--- src/rtl/b1_pkg.sv ---
package b1_pkg;
   typedef enum logic [1:0] {
      SLOT_DATA = 2'd0,
      SLOT_B1   = 2'd1,
      SLOT_FILL = 2'd2
   } slot_e;
endpackage

--- src/rtl/b1_frame_pos.sv ---
module b1_frame_pos #(
   parameter int ROW_BYTES = 1080,
   parameter int ROWS      = 9
) (
   input  logic                         clk_i,
   input  logic                         rst_ni,
   input  logic                         sof_i,
   output logic [$clog2(ROW_BYTES)-1:0] col_o,
   output logic [$clog2(ROWS)-1:0]      row_o
);
   localparam int CW = $clog2(ROW_BYTES);
   localparam int RW = $clog2(ROWS);
   localparam logic [CW-1:0] COL_LAST = CW'(ROW_BYTES - 1);
   localparam logic [RW-1:0] ROW_LAST = RW'(ROWS - 1);

   logic [CW-1:0] col_q;
   logic [RW-1:0] row_q;

   // position of the byte present this cycle
   always_comb begin
      col_o = sof_i ? '0 : col_q;
      row_o = sof_i ? '0 : row_q;
   end

   always_ff @(posedge clk_i or negedge rst_ni) begin
      if (!rst_ni) begin
         col_q <= '0;
         row_q <= '0;
      end else if (col_o == COL_LAST) begin
         col_q <= '0;
         row_q <= (row_o == ROW_LAST) ? '0 : row_o + 1'b1;
      end else begin
         col_q <= col_o + 1'b1;
         row_q <= row_o;
      end
   end
endmodule

--- src/rtl/b1_bip_acc.sv ---
module b1_bip_acc #(
   parameter int DW = 8
) (
   input  logic          clk_i,
   input  logic          rst_ni,
   input  logic          first_i,
   input  logic          last_i,
   input  logic [DW-1:0] d_i,
   output logic [DW-1:0] code_o
);
   logic [DW-1:0] acc_q;
   logic [DW-1:0] code_q;

   for (genvar b = 0; b < DW; b++) begin : g_lane
      logic lane_n;
      assign lane_n = first_i ? d_i[b] : (acc_q[b] ^ d_i[b]);
      always_ff @(posedge clk_i or negedge rst_ni) begin
         if (!rst_ni) begin
            acc_q[b]  <= 1'b0;
            code_q[b] <= 1'b0;
         end else begin
            acc_q[b] <= lane_n;
            if (last_i) code_q[b] <= lane_n;
         end
      end
   end

   assign code_o = code_q;
endmodule

--- src/rtl/b1_slot_mux.sv ---
module b1_slot_mux #(
   parameter int DW        = 8,
   parameter int ROW_BYTES = 1080,
   parameter int ROWS      = 9,
   parameter int N_STS     = 12
) (
   input  logic [$clog2(ROW_BYTES)-1:0] col_i,
   input  logic [$clog2(ROWS)-1:0]      row_i,
   input  logic [DW-1:0]                din_i,
   input  logic [DW-1:0]                code_i,
   input  logic [DW-1:0]                mask_i,
   input  logic                         fi_en_i,
   input  logic                         ins_en_i,
   output b1_pkg::slot_e                slot_o,
   output logic [DW-1:0]                dout_o
);
   import b1_pkg::*;
   localparam int CW = $clog2(ROW_BYTES);
   localparam int RW = $clog2(ROWS);
   localparam logic [CW-1:0] FILL_END = CW'(N_STS);

   logic [DW-1:0] b1_byte;

   always_comb begin
      slot_o = SLOT_DATA;
      if (row_i == RW'(1)) begin
         if (col_i == '0)           slot_o = SLOT_B1;
         else if (col_i < FILL_END) slot_o = SLOT_FILL;
      end
   end

   for (genvar b = 0; b < DW; b++) begin : g_inv
      assign b1_byte[b] = code_i[b] ^ (fi_en_i & mask_i[b]);
   end

   always_comb begin
      dout_o = din_i;
      if (ins_en_i) begin
         case (slot_o)
            SLOT_B1:   dout_o = b1_byte;
            SLOT_FILL: dout_o = '0;
            default:   dout_o = din_i;
         endcase
      end
   end
endmodule

--- src/rtl/sonet_b1_inserter.sv ---
module sonet_b1_inserter #(
   parameter int DW        = 8,
   parameter int ROW_BYTES = 1080,
   parameter int ROWS      = 9,
   parameter int N_STS     = 12,
   parameter bit REG_OUT   = 1'b1
) (
   input  logic          clk_i,
   input  logic          rst_ni,
   input  logic          fp_i,
   input  logic [DW-1:0] din_i,
   input  logic          scr_fp_i,
   input  logic [DW-1:0] scr_i,
   input  logic [DW-1:0] err_mask_i,
   input  logic          fi_en_i,
   input  logic          ins_en_i,
   output logic          fp_o,
   output logic [DW-1:0] dout_o
);
   localparam int CW = $clog2(ROW_BYTES);
   localparam int RW = $clog2(ROWS);

   if (ROWS < 2) begin : g_bad_rows
      $error("ROWS must be at least 2");
   end
   if (N_STS < 1 || N_STS >= ROW_BYTES) begin : g_bad_sts
      $error("N_STS must lie in 1..ROW_BYTES-1");
   end
   if (DW < 1) begin : g_bad_dw
      $error("DW must be positive");
   end

   logic [CW-1:0]  in_col, scr_col;
   logic [RW-1:0]  in_row, scr_row;
   logic           scr_first, scr_last;
   logic [DW-1:0]  bip_code;
   logic [DW-1:0]  mux_byte;
   b1_pkg::slot_e  slot_kind;

   b1_frame_pos #(.ROW_BYTES(ROW_BYTES), .ROWS(ROWS)) u_in_pos (
      .clk_i(clk_i), .rst_ni(rst_ni), .sof_i(fp_i),
      .col_o(in_col), .row_o(in_row)
   );

   b1_frame_pos #(.ROW_BYTES(ROW_BYTES), .ROWS(ROWS)) u_scr_pos (
      .clk_i(clk_i), .rst_ni(rst_ni), .sof_i(scr_fp_i),
      .col_o(scr_col), .row_o(scr_row)
   );

   assign scr_first = (scr_col == '0) && (scr_row == '0);
   assign scr_last  = (scr_col == CW'(ROW_BYTES - 1)) && (scr_row == RW'(ROWS - 1));

   b1_bip_acc #(.DW(DW)) u_acc (
      .clk_i(clk_i), .rst_ni(rst_ni),
      .first_i(scr_first), .last_i(scr_last),
      .d_i(scr_i), .code_o(bip_code)
   );

   b1_slot_mux #(.DW(DW), .ROW_BYTES(ROW_BYTES), .ROWS(ROWS), .N_STS(N_STS)) u_mux (
      .col_i(in_col), .row_i(in_row), .din_i(din_i),
      .code_i(bip_code), .mask_i(err_mask_i),
      .fi_en_i(fi_en_i), .ins_en_i(ins_en_i),
      .slot_o(slot_kind), .dout_o(mux_byte)
   );

   if (REG_OUT) begin : g_reg_out
      always_ff @(posedge clk_i or negedge rst_ni) begin
         if (!rst_ni) begin
            fp_o   <= 1'b0;
            dout_o <= '0;
         end else begin
            fp_o   <= fp_i;
            dout_o <= mux_byte;
         end
      end
   end else begin : g_comb_out
      assign fp_o   = rst_ni & fp_i;
      assign dout_o = rst_ni ? mux_byte : '0;
   end
endmodule

--- config.mk ---
export PLATFORM = sky130hd
export DESIGN_NAME = sonet_b1_inserter
export DESIGN_NICKNAME = d
export VERILOG_FILES = /design/src/rtl/b1_pkg.sv /design/src/rtl/b1_frame_pos.sv /design/src/rtl/b1_bip_acc.sv /design/src/rtl/b1_slot_mux.sv /design/src/rtl/sonet_b1_inserter.sv
export SDC_FILE = /design/constraint.sdc
export NUM_CORES = 1
export LEC_CHECK = 0
export ABC_AREA = 1
export BUFFER_PORTS_ARGS = -buffer_cell sky130_fd_sc_hd__clkbuf_2
export CAP_MARGIN = 20
export CELL_PAD_IN_SITES_DETAIL_PLACEMENT = 0
export CELL_PAD_IN_SITES_GLOBAL_PLACEMENT = 1
export CORE_ASPECT_RATIO = 1.5
export CORE_MARGIN = 2
export CORE_UTILIZATION = 29
export CTS_CLUSTER_SIZE = 14
export DETAILED_ROUTE_END_ITERATION = 12
export GPL_ROUTABILITY_DRIVEN = 0
export PLACE_DENSITY = 0.55
export SKIP_CTS_REPAIR_TIMING = 1
export SYNTH_ARGS = -nofsm -noshare
export SYNTH_HDL_FRONTEND = slang
export SYNTH_HIERARCHICAL = 1
export SYNTH_SLANG_ARGS = --single-unit
--- constraint.sdc ---
create_clock -name clk_i -period 3.5 [get_ports clk_i]
set_input_delay 0.35 -clock clk_i [delete_from_list [all_inputs] [get_ports clk_i]]
set_output_delay 0.35 -clock clk_i [all_outputs]
set_load 0.02 [all_outputs]
==> out/results.ini <==
[outcome]
status = finished clean

[timing]
final-setup-viol-count = 0
grt_setup_unrepaired = no
slew_viol_final = 0
worst-slew-pin-transition_ns = 0.804
final.hold.worst_slack_ns = 0.133
fin_worst_skew_ns = 0.0108
final_period_minus_worst_setup_slack_ns = 2.15
finalCritPeriodShare_pct = 61.5
setup_slack_ns = 1.35
max_clock_freq_mhz = 464
finalSetupTns_ns = 0
hold_violations = 0
slew-limit-headroom_pct = 46.4

[critical_path]
worst_ep_required_time_ns = 3.69
start_kind = register
regToRegEndpoint = u_acc/code_o[4]
regToRegStartpoint = u_scr_pos/col_q[4]
reg2reg_setup_slack_ns = 1.35
criticalPathCategory = register to register
critical_path.max_fanout = 9
end_kind = register
ff2ff_path_depth = 9
arrival_ns = 2.34

[grt]
number_of_antenna_violations_at_the_first_check_in_global_routing = 0
globalRouteTotalUtil_pct = 13.3
vias_in_the_first_global_route = 3053
grt_pass1_wl_um = 13900
largest_net_degree_at_the_start_of_global_routing = 29
globalRouteOverflowTotal = 0

[drt]
post-route-drc-count = 0
vias_per_cell = 4.28
route.vias.total = 2981
ant_nets = 0
detail_route.first_pass.iterations = 4
drt_iter0_markers = 98
detail_route.wl_per_cell_um = 11.7
detail_route.wirelength_um = 8110

[floorplan]
io_pins = 39
initial_utilization_pct = 29.7
die-height_um = 140
dieWidth_um = 94.4
floorplan.core_area_mm2 = 0.0120
dieArea_mm2 = 0.0132
floorplan.rows = 49

[power_and_ir_drop]
combPwrFrac_pct = 11.6
power.density_cell_area_mw_per_mm2 = 355
p_total_w = 0.00144
total_switching_power_w = 0.000374
cell_internal_pwr_w = 0.00106
sequentialPowerShare_pct = 47.8
power.ir.vdd_worst_v = 0.000204
p_sw_share_pct = 26.0
p_leak_nw = 2.33
clock_power_share_pct = 40.7

[place]
buffer_ports.inserted = 38
place_hpwl_um = 6400
place_worst_setup_slack_ns = 1.20

[finish]
final_nets = 578
diodes = 0
syn_to_final_growth_pct = 13.7
final_layout_size_suffix_gt1_share_pct = 16.8
num-fill-cells = 1361

[clocking]
tritoncts = built
worstSkewPairLatency_ns = 0.30
cts_max_level = 2
clk_pin_slew_ns = 0.08
sink_count = 55
clockBufferDepth = 2
numCtsBuffers = 5
cts-root-buf = sky130_fd_sc_hd__clkbuf_16

[synth]
syn_avg_cell_area_um2 = 7.07
synth_nets = 539
yosysWarnings = 6
syn_area_mm2 = 0.00355
number_of_instances_in_the_synthesized_netlist = 503

[run]
drv_cap = 0

[worst_hold_path]
holdCritPathClass = primary input to asynchronous set/reset pin

[routing by layer]
layer / up-vias / part of all wire, % / GRT usage, %
met3: 10 / 2.7 / 1.95
met1: 1350 / 42 / 14.7
met2: 41 / 53 / 25.3
met4: 0 / 2.0 / 4.58
li1: 1580 / - / -
met5: - / 0 / 0
[flip-flops by register name, indices dropped and copies added (netlist names)]
signal           flops
dout_o               8
fp_o                 1
u_acc/acc_q          8
u_acc/code_o         8
u_in_pos/col_q      11
u_in_pos/row_q       4
u_scr_pos/col_q     11
u_scr_pos/row_q      4
[power by group through the flow]
stage,Clock [W],Combinational [W],Sequential (W)
floorplan,0,0.000112,0.000702
global placement,0,0.000168,0.000698
detailed placement,0,0.000170,0.000699
CTS,0.000614,0.000171,0.000686
global route,0.000633,0.000194,0.000690
finish,0.000585,0.000166,0.000686
[critical path, cell delays in order, from the launching register on]
cell	delay [ns]
sky130_fd_sc_hd__dfrtp_1	0.45
sky130_fd_sc_hd__inv_1	0.06
sky130_fd_sc_hd__nor2_1	0.26
sky130_fd_sc_hd__nand2_1	0.09
sky130_fd_sc_hd__nor2_1	0.14
sky130_fd_sc_hd__nand2_1	0.06
sky130_fd_sc_hd__nor2_1	0.50
sky130_fd_sc_hd__inv_1	0.30
sky130_fd_sc_hd__nand2_1	0.12
sky130_fd_sc_hd__nand2_1	0.06
[metrics by stage]
| stage | instance area, um^2 | instances | util (%) |
|---|---|---|---|
| 3_3_place_gp | 3870 | 688 | 32.4 |
| 6_report | 4040 | 696 | 33.8 |
| 2_1_floorplan | 3550 | 503 | - |
| 3_5_place_dp | 3870 | 688 | 32.4 |
| 4_1_cts | 4040 | 696 | 33.8 |
| 5_1_grt | 4040 | 696 | 33.8 |
[area by class of cell]
| cell class | instances | area [um^2] | area share (%) |
|---|---|---|---|
| Timing Repair Buffer | 39 | 210 | 5.20 |
| Tap cell | 153 | 191 | 4.74 |
| Clock inverter | 2 | 38.8 | 0.960 |
| Inverter | 98 | 378 | 9.35 |
| Clock buffer | 6 | 129 | 3.19 |
| Sequential cell | 55 | 1380 | 34.1 |
| Multi-Input combinational cell | 343 | 1720 | 42.5 |
[worst max-delay path by stage]
stage	startpoint	end	slack [ns]	cells after the start
after floorplan	fp_i	u_in_pos/col_q[4]	1.80	11
after global placement	scr_fp_i	u_acc/code_o[2]	1.22	11
after detailed placement	scr_fp_i	u_acc/code_o[2]	1.20	11
after CTS	u_scr_pos/col_q[4]	u_acc/code_o[2]	1.31	9
after global routing	u_scr_pos/col_q[4]	u_acc/code_o[2]	1.08	9
final	u_scr_pos/col_q[4]	u_acc/code_o[4]	1.35	9
[placed cells by master (no fill, tap or decap), drive strengths merged]
cell    count
a21oi      10
and2        1
buf         1
bufinv      1
clkbuf     44
dfrtp      55
ha          6
inv        99
nand2     188
nand3      47
nand3b      1
nand4       4
nor2       67
nor2b       1
nor3        1
o21ai       6
o22ai       1
xor2       10
Power figures use the tool's default switching activity.
